==> src/rtl/frac_clk_div_pkg.sv <==
package frac_clk_div_pkg;
  // Width of the ratio code; the frame holds 2**ZCODE_W cycles.
  localparam int unsigned ZCODE_W = 5;

  // Strobes from the control side into the datapath.
  typedef struct packed {
    logic               load;
    logic [ZCODE_W-1:0] code;
  } zdivCmd_t;
endpackage

==> src/rtl/frac_clk_div_ctrl.sv <==
module frac_clk_div_ctrl
  import frac_clk_div_pkg::*;
#(
  parameter int unsigned ADDR_W    = 8,
  parameter int unsigned DATA_W    = 32,
  parameter int unsigned CTRL_OFS  = 'hE0,
  parameter int unsigned KICK_OFS  = 'h04,
  parameter int unsigned FIELD_LSB = 8,
  parameter int unsigned KICK_BIT  = 31
) (
  input  logic              clk,
  input  logic              rst_n,
  input  logic [ADDR_W-1:0] regAddr,
  input  logic [DATA_W-1:0] regWdata,
  input  logic              regWr,
  input  logic              regRd,
  input  logic              frameEnd,
  output logic [DATA_W-1:0] regRdata,
  output zdivCmd_t          cmd
);
  localparam logic [ADDR_W-1:0] CTRL_A = ADDR_W'(CTRL_OFS);
  localparam logic [ADDR_W-1:0] KICK_A = ADDR_W'(KICK_OFS);

  logic [DATA_W-1:0] ctrlReg;
  logic              kickPending;
  logic              loadDone;
  logic              wrCtrl;
  logic              wrKick;
  logic [DATA_W-1:0] kickWord;

  assign wrCtrl = regWr && (regAddr == CTRL_A);
  assign wrKick = regWr && (regAddr == KICK_A);

  // Staging register: the whole word is storage; only the field is used.
  always_ff @(posedge clk) begin
    if (!rst_n)      ctrlReg <= '0;
    else if (wrCtrl) ctrlReg <= regWdata;
  end

  // Commit request: set by software, cleared one cycle after the copy.
  always_ff @(posedge clk) begin
    if (!rst_n) begin
      kickPending <= 1'b0;
      loadDone    <= 1'b0;
    end else begin
      loadDone <= cmd.load;
      if (loadDone)                          kickPending <= 1'b0;
      else if (wrKick && regWdata[KICK_BIT]) kickPending <= 1'b1;
    end
  end

  always_comb begin
    cmd.load = kickPending && frameEnd && !loadDone;
    cmd.code = ctrlReg[FIELD_LSB +: ZCODE_W];
  end

  always_comb begin
    kickWord           = '0;
    kickWord[KICK_BIT] = kickPending;
  end

  // Registered read port; data holds between reads.
  always_ff @(posedge clk) begin
    if (!rst_n) regRdata <= '0;
    else if (regRd) begin
      case (regAddr)
        CTRL_A:  regRdata <= ctrlReg;
        KICK_A:  regRdata <= kickWord;
        default: regRdata <= '0;
      endcase
    end
  end


  kick_set_src_chk: assert property (@(posedge clk) disable iff (!rst_n)
    $rose(kickPending) |-> $past(wrKick && regWdata[KICK_BIT]));


  kick_hold_chk: assert property (@(posedge clk) disable iff (!rst_n)
    (kickPending && !loadDone) |=> kickPending);


  kick_clear_chk: assert property (@(posedge clk) disable iff (!rst_n)
    cmd.load |=> (kickPending ##1 !kickPending));
endmodule

==> src/rtl/frac_clk_div_dp.sv <==
module frac_clk_div_dp
  import frac_clk_div_pkg::*;
(
  input  logic     clk,
  input  logic     rst_n,
  input  zdivCmd_t cmd,
  output logic     frameEnd,
  output logic     fracEn,
  output logic     clkEn
);
  localparam int unsigned FRAME  = 1 << ZCODE_W;
  localparam int unsigned MULT_W = ZCODE_W + 1;
  localparam logic [MULT_W-1:0] FRAME_V = MULT_W'(FRAME);

  logic [ZCODE_W-1:0] activeCode;
  logic [ZCODE_W-1:0] acc;
  logic [ZCODE_W-1:0] frameCnt;
  logic [MULT_W-1:0]  mult;
  logic [MULT_W-1:0]  sum;
  logic               carry;
  logic               divPhase;

  assign mult     = FRAME_V - {1'b0, activeCode};
  assign sum      = {1'b0, acc} + mult;
  assign carry    = sum[ZCODE_W];
  assign frameEnd = &frameCnt;

  // Frame counter and active ratio: the ratio changes only at frame end.
  always_ff @(posedge clk) begin
    if (!rst_n) begin
      frameCnt   <= '0;
      activeCode <= '0;
    end else begin
      frameCnt <= frameCnt + 1'b1;
      if (cmd.load) activeCode <= cmd.code;
    end
  end

  // Phase accumulator; restarts each frame so spacing is frame-aligned.
  always_ff @(posedge clk) begin
    if (!rst_n)        acc <= '0;
    else if (frameEnd) acc <= '0;
    else               acc <= sum[ZCODE_W-1:0];
  end

  // Fractional pulse and fixed halving stage.
  always_ff @(posedge clk) begin
    if (!rst_n) begin
      fracEn   <= 1'b0;
      clkEn    <= 1'b0;
      divPhase <= 1'b0;
    end else begin
      fracEn   <= carry;
      clkEn    <= carry && divPhase;
      divPhase <= divPhase ^ carry;
    end
  end

  // Checker counter: carries seen so far in the current frame.
  logic [MULT_W-1:0] pulseCnt;
  always_ff @(posedge clk) begin
    if (!rst_n)        pulseCnt <= '0;
    else if (frameEnd) pulseCnt <= '0;
    else               pulseCnt <= pulseCnt + MULT_W'(carry);
  end


  frame_count_chk: assert property (@(posedge clk) disable iff (!rst_n)
    frameEnd |-> ((pulseCnt + MULT_W'(carry)) == mult));


  active_hold_chk: assert property (@(posedge clk) disable iff (!rst_n)
    !cmd.load |=> $stable(activeCode));


  half_rate_chk: assert property (@(posedge clk) disable iff (!rst_n)
    clkEn |-> fracEn);
endmodule

==> src/rtl/frac_clk_div.sv <==
module frac_clk_div
  import frac_clk_div_pkg::*;
#(
  parameter int unsigned ADDR_W    = 8,
  parameter int unsigned DATA_W    = 32,
  parameter int unsigned CTRL_OFS  = 'hE0,
  parameter int unsigned KICK_OFS  = 'h04,
  parameter int unsigned FIELD_LSB = 8,
  parameter int unsigned KICK_BIT  = 31
) (
  input  logic              clk,
  input  logic              rst_n,
  input  logic [ADDR_W-1:0] regAddr,
  input  logic [DATA_W-1:0] regWdata,
  input  logic              regWr,
  input  logic              regRd,
  output logic [DATA_W-1:0] regRdata,
  output logic              fracEn,
  output logic              clkEn
);
  zdivCmd_t cmd;
  logic     frameEnd;

  frac_clk_div_ctrl #(
    .ADDR_W(ADDR_W), .DATA_W(DATA_W), .CTRL_OFS(CTRL_OFS),
    .KICK_OFS(KICK_OFS), .FIELD_LSB(FIELD_LSB), .KICK_BIT(KICK_BIT)
  ) i_ctrl (
    .clk(clk), .rst_n(rst_n), .regAddr(regAddr), .regWdata(regWdata),
    .regWr(regWr), .regRd(regRd), .frameEnd(frameEnd),
    .regRdata(regRdata), .cmd(cmd)
  );

  frac_clk_div_dp i_dp (
    .clk(clk), .rst_n(rst_n), .cmd(cmd),
    .frameEnd(frameEnd), .fracEn(fracEn), .clkEn(clkEn)
  );
endmodule

==> config.mk <==
export PLATFORM = sky130hd
export DESIGN_NAME = frac_clk_div
export DESIGN_NICKNAME = d
export VERILOG_FILES = /design/src/rtl/frac_clk_div_pkg.sv /design/src/rtl/frac_clk_div_ctrl.sv /design/src/rtl/frac_clk_div_dp.sv /design/src/rtl/frac_clk_div.sv
export SDC_FILE = /design/constraint.sdc
export NUM_CORES = 1
export LEC_CHECK = 0
export BUFFER_PORTS_ARGS = -buffer_cell sky130_fd_sc_hd__buf_2
export CAP_MARGIN = 25
export CORE_MARGIN = 2
export CORE_UTILIZATION = 53
export DETAILED_ROUTE_END_ITERATION = 8
export PLACE_DENSITY = 0.87
export SLEW_MARGIN = 20
export SYNTH_ARGS = -nofsm -noshare
export SYNTH_HDL_FRONTEND = slang
export SYNTH_SLANG_ARGS = --single-unit
==> constraint.sdc <==
create_clock -name clk -period 2.2 [get_ports clk]
set_input_delay 0.44 -clock clk [delete_from_list [all_inputs] [get_ports clk]]
set_output_delay 0.44 -clock clk [all_outputs]
set_load 0.005 [all_outputs]
# Yosys cells after proc, flatten, opt, wreduce, memory -nomap -nowiden
# Cells that the tools add are included.
dict set report totals {
  elab_cells 28
  output_inout_bits 34
  input_bits 44
  register_bits 84
}
dict set report classes {
  reduce_logical 10
  muxes 1
  eq_ne 2
  bitwise 2
  n_addsub 3
}
# operator count
set op_table {}
lappend op_table {{$pmux W32 S2} 1}
lappend op_table {{$eq A8 B3 Y1 const B} 1}
lappend op_table {{$eq A8 B8 Y1 const B} 1}
lappend op_table {{$add A5 B6 Y6} 1}
lappend op_table {{$logic_and A1 B1 Y1} 6}
lappend op_table {{$sub A6 B5 Y6 const A} 1}
lappend op_table {{$add A5 B1 Y5 const B} 1}
lappend op_table {{$reduce_and A5 Y1} 1}
lappend op_table {{$reduce_or A2 Y1} 2}
lappend op_table {{$logic_not A1 Y1} 1}
lappend op_table {{$not A1 Y1} 1}
lappend op_table {{$xor A1 B1 Y1} 1}

# Depth between registers and ports, before layout
dict set report depth {
  ltp_word 3
  mapped_depth 8
}

# By module
# From an unflattened synthesis, not the netlist that was laid out.
dict set report unflattened {
  hier_cells 380
  area_unflattened_um2 3548.4
}
# mod n_inst cells_each area_each_um2
set by_module_without_submodules {}
lappend by_module_without_submodules {frac_clk_div_ctrl 1 302 2761.4}
lappend by_module_without_submodules {frac_clk_div_dp 1 78 787.0}

# Least setup slack after synthesis
# OpenSTA, ideal clock, no wires.
dict set report synth_path {
  kind {register to register}
  from {reg i_dp.activeCode[1]}
  to {reg i_dp.divPhase}
  path_stages_with_launch 9
  setup_slack_ns 0.422
  arrival_ns 1.663
  required_ns 2.085
  setup_ns 0.115
  path_cell_list {dfxtp_1 inv_1 ha_1 nor2b_1 o31a_1 o21ai_0 nand2_1 ha_1 and2_1}
}
dict set report synth_via {
  elab_chain_len 3
}
# item line_no
set synth_lines {}
lappend synth_lines {{start: declaration} frac_clk_div_dp.sv:15} ;# logic [ZCODE_W-1:0] activeCode;
lappend synth_lines {{start signal: assignment} frac_clk_div_dp.sv:35} ;# if (cmd.load) activeCode <= cmd.code;
lappend synth_lines {{$sub A6 B5 Y6} frac_clk_div_dp.sv:23} ;# assign mult = FRAME_V - {1'b0, activeCode};
lappend synth_lines {{$add A5 B6 Y6} frac_clk_div_dp.sv:24} ;# assign sum = {1'b0, acc} + mult;
lappend synth_lines {{net i_dp.sum[5]} frac_clk_div_dp.sv:19} ;# logic [MULT_W-1:0] sum;
lappend synth_lines {{$xor A1 B1 Y1} frac_clk_div_dp.sv:55} ;# divPhase <= divPhase ^ carry;
lappend synth_lines {{end signal: assignment} frac_clk_div_dp.sv:55}
lappend synth_lines {{end: declaration} frac_clk_div_dp.sv:21} ;# logic divPhase;
# The timed path passes the listed nets, and every way through them passes these cells.
# A chain may end at the register's enable or synchronous reset.

# Worst setup path after layout
# Ends and elaborated chain as after synthesis.

==> results.cfg <==
[global_route]
grt_max_degree = 65
grt_pass1_wl_mm = 11.79
antenna_found_initial = 0
grt_pass1_vias = 2620
track_usage_pct = 20.74
overflow = 0

[detailed_routing]
wire_per_inst_microns = 13.52
drt-total-wl_mm = 7.002
via_count = 2767
ant_nets = 0
dr.first_iter.drc_count = 178
routed_via_density = 5.342
drc_errors = 0
firstDrtPassIters = 4

[hold_path]
min_to = i_ctrl.ctrlReg[14]
hp-start = regWdata[14]
hold_depth = 3
worstHoldPathType = input pin to flip-flop

[finish]
antennaDiodeCount = 0
area_delta_synth_final_pct = 15.55
multi_input_area_sq_mm = 0.001438
fillers = 508
final_nets = 493
register_area_sq_mm = 0.001682
layout-drive-gt1-share_pct = 24.15
fin_area_sq_mm = 0.003877

[synth]
ys_seq_area_share_pct = 50.11
ys_warn_count = 0
synthDistinctLibCells = 33
yosys_most_used_dff = dfxtp_1
synthArstFlopShare_pct = 0
synth_area_sq_mm = 0.003356
ys_seq_elements = 84
netlist_instances = 373
synth_top_area_share_pct = 50.11
synth_nets = 426
synthTopCellsByArea = dfxtp_1 50%, nand3_1 8.9%, nand2b_1 6.0%, a21oi_1 4.8%, o21ai_0 3.7%
synth_edf_count = 0
synth_top_area_cell = dfxtp_1
avgSynthCellArea_sq_um = 8.997

[critical_path]
required_ns = 2.44
path_class = flip-flop to flip-flop
cp-start-kind = flip-flop
r2r_start = i_dp.activeCode[1]
reg2reg_setup_slack_ns = 0.28
rr_endpoint = i_dp.divPhase
r2r_cells = 8
crit_path_top_delay_cell = dfxtp_1
crit_path_frequent_cell = ha_1
worstPathMaxFanout = 3
cp.arrival_ns = 2.16
worstPathCellList = inv_1, ha_1, nor2b_1, o31a_1, o21ai_0, nand2_1, ha_1, and2_1
crit_path_max_incr_delay_ns = 0.38
endpoint_kind = flip-flop

[floorplan]
fp.dieH_microns = 83.57
start_util_pct = 55.69
core-area_sq_mm = 0.006026
dieArea_sq_mm = 0.006984
fp.dieW_microns = 83.57
pin_count = 78
rows = 28

[run]
maxCapViolations = 0

[power]
power.density_mw_per_mm2 = 664.1
power.leakage_uw = 0.001542
worst_ir_drop_vdd_mv = 0.5863

[timing]
hold_viol = 0
min_period_ns = 1.920
setup_viol = 0
skew_ns = 0.004406
worst_slew_pin_slew_ns = 0.6305
fin_crit_sh_pct = 87.25
slew_headroom_pct = 57.38
setup_slack_ns = 0.2805
rsz0062_at_grt = no
fin_setup_tns_ns = 0
maxSlewViolCount = 0
max_freq_mhz = 521.0

[clocking]
clkSlewWorstSetupHoldPaths_ns = 0.08
clk_latency_ns = 0.34
cts.sinks = 84
ctsHtreeMaxLevel = 3
cts_hold_buffers = 0
cts_inserted_buffers = 9
root_buffer = clkbuf_8
postCtsSetupRepairBufs = 0
cts_resized = 0
cts_tree = yes
cts_max_path_buffers = 2

[placement]
pre_cts_ws_ns = 0.2986
gp_congestion = 0.7951
dp_hpwl_mm = 4.673
postPlaceCellArea_sq_mm = 0.003721
port_buffers = 77

[outcome]
status = completed
[layer usage]
metal	wire [microns]	part of all wire, %	vias up	track usage [%]
met4	129	1.8	0	6.158
met2	3319	47	86	34.33
met5	0	0	-	0
met1	3055	44	1271	25.31
met3	497	7.1	13	7.517
li1	-	-	1397	-
[critical path: cells and delay by family, from the launching register on]
family / cells / cell delay (ns)
AND/OR/NAND/NOR: 3 / 0.39
buffers and inverters: 1 / 0.06
AO/OA/AOI/OAI: 2 / 0.46
adder cells (fa/ha/maj): 2 / 0.53
flip-flops: 1 / 0.38
[flip-flops by register name, summed over array words and instances, names as in the netlist]
register	cells
i_ctrl.ctrlReg	32
i_ctrl.kickPending	1
i_ctrl.loadDone	1
i_ctrl.regRdata	32
i_dp.acc	5
i_dp.activeCode	5
i_dp.clkEn	1
i_dp.divPhase	1
i_dp.fracEn	1
i_dp.frameCnt	5
[per-stage QoR]
stage | hold slack (ns) | power (uW) | cells | util, %
finish | 0.3192 | 2575 | 518 | 64.35
global placement | 0.3944 | 1694 | 504 | 61.75
floorplan | 0.3882 | 1636 | 373 | -
CTS | 0.2974 | 2606 | 518 | 64.35
global route | 0.3068 | 2675 | 518 | 64.35
detailed placement | 0.4184 | 1696 | 504 | 61.75
[how the worst max path moves through the flow]
| stage | depth (start not counted) | from | end | slack, ns |
|---|---|---|---|---|
| 2_1_floorplan | 8 | i_dp.activeCode[1] | i_dp.divPhase | 0.42 |
| 4_1_cts | 8 | i_dp.activeCode[1] | i_dp.divPhase | 0.28 |
| 6_report | 8 | i_dp.activeCode[1] | i_dp.divPhase | 0.28 |
| 3_3_place_gp | 8 | i_dp.activeCode[1] | i_dp.divPhase | 0.37 |
| 3_5_place_dp | 8 | i_dp.activeCode[1] | i_dp.divPhase | 0.30 |
| 5_1_grt | 8 | i_dp.activeCode[1] | i_dp.divPhase | 0.15 |
[Yosys cell counts (all sizes together), types with 2 or more instances]
cell type and number:
nor2 12, inv 7, nand2b 32, mux2i 5, ha 8, o21a 3
a21oi 32, clkbuf 19, and3 2, and2 5, nand3 65, nor3 4
nor2b 3, buf 11, nand3b 2, nand2 33, o21ai 35, dfxtp 84
[power by group]
group / internal [uW] / total (uW) / switching [uW]
combinational: 55.1 / 129 / 74.2
sequential: 1530 / 1530 / 4.54
clock: 423 / 913 / 490
[cells in the final DEF, fill, tap and decap left out, types with 10 or more instances in the layout]
cell type | netlist | routed
buf_2 | 0 | 77
nor2_1 | 12 | 12
o21ai_1 | 10 | 10
a21oi_1 | 32 | 32
nand3_1 | 60 | 60
nand2_1 | 33 | 33
nand2b_1 | 32 | 32
o21ai_0 | 25 | 25
clkbuf_8 | 0 | 10
dfxtp_1 | 84 | 84
[logic make-up after synthesis]
kind of cell               after synthesis  share of synthesized area, %
AOI/OAI and AO/OA                       74                         11.63
xor gates and xnor gates                 2                        0.5221
adders and majority gates                9                         3.580
buffers and inverters                   38                         7.084
DFF                                     84                         50.11
muxes                                    5                         1.491
and+or+nand+nor                        161                         25.58
[layout make-up]
type                       instances  share of cell area (%)
clock buffer                      11                   3.646
tap                               75                   2.420
multi-input combinational        251                   37.08
timing repair buffer              86                   12.33
clock inverter                     3                  0.3872
inverter                           8                  0.7744
sequential                        84                   43.37
(Power assumes the default switching activity.)
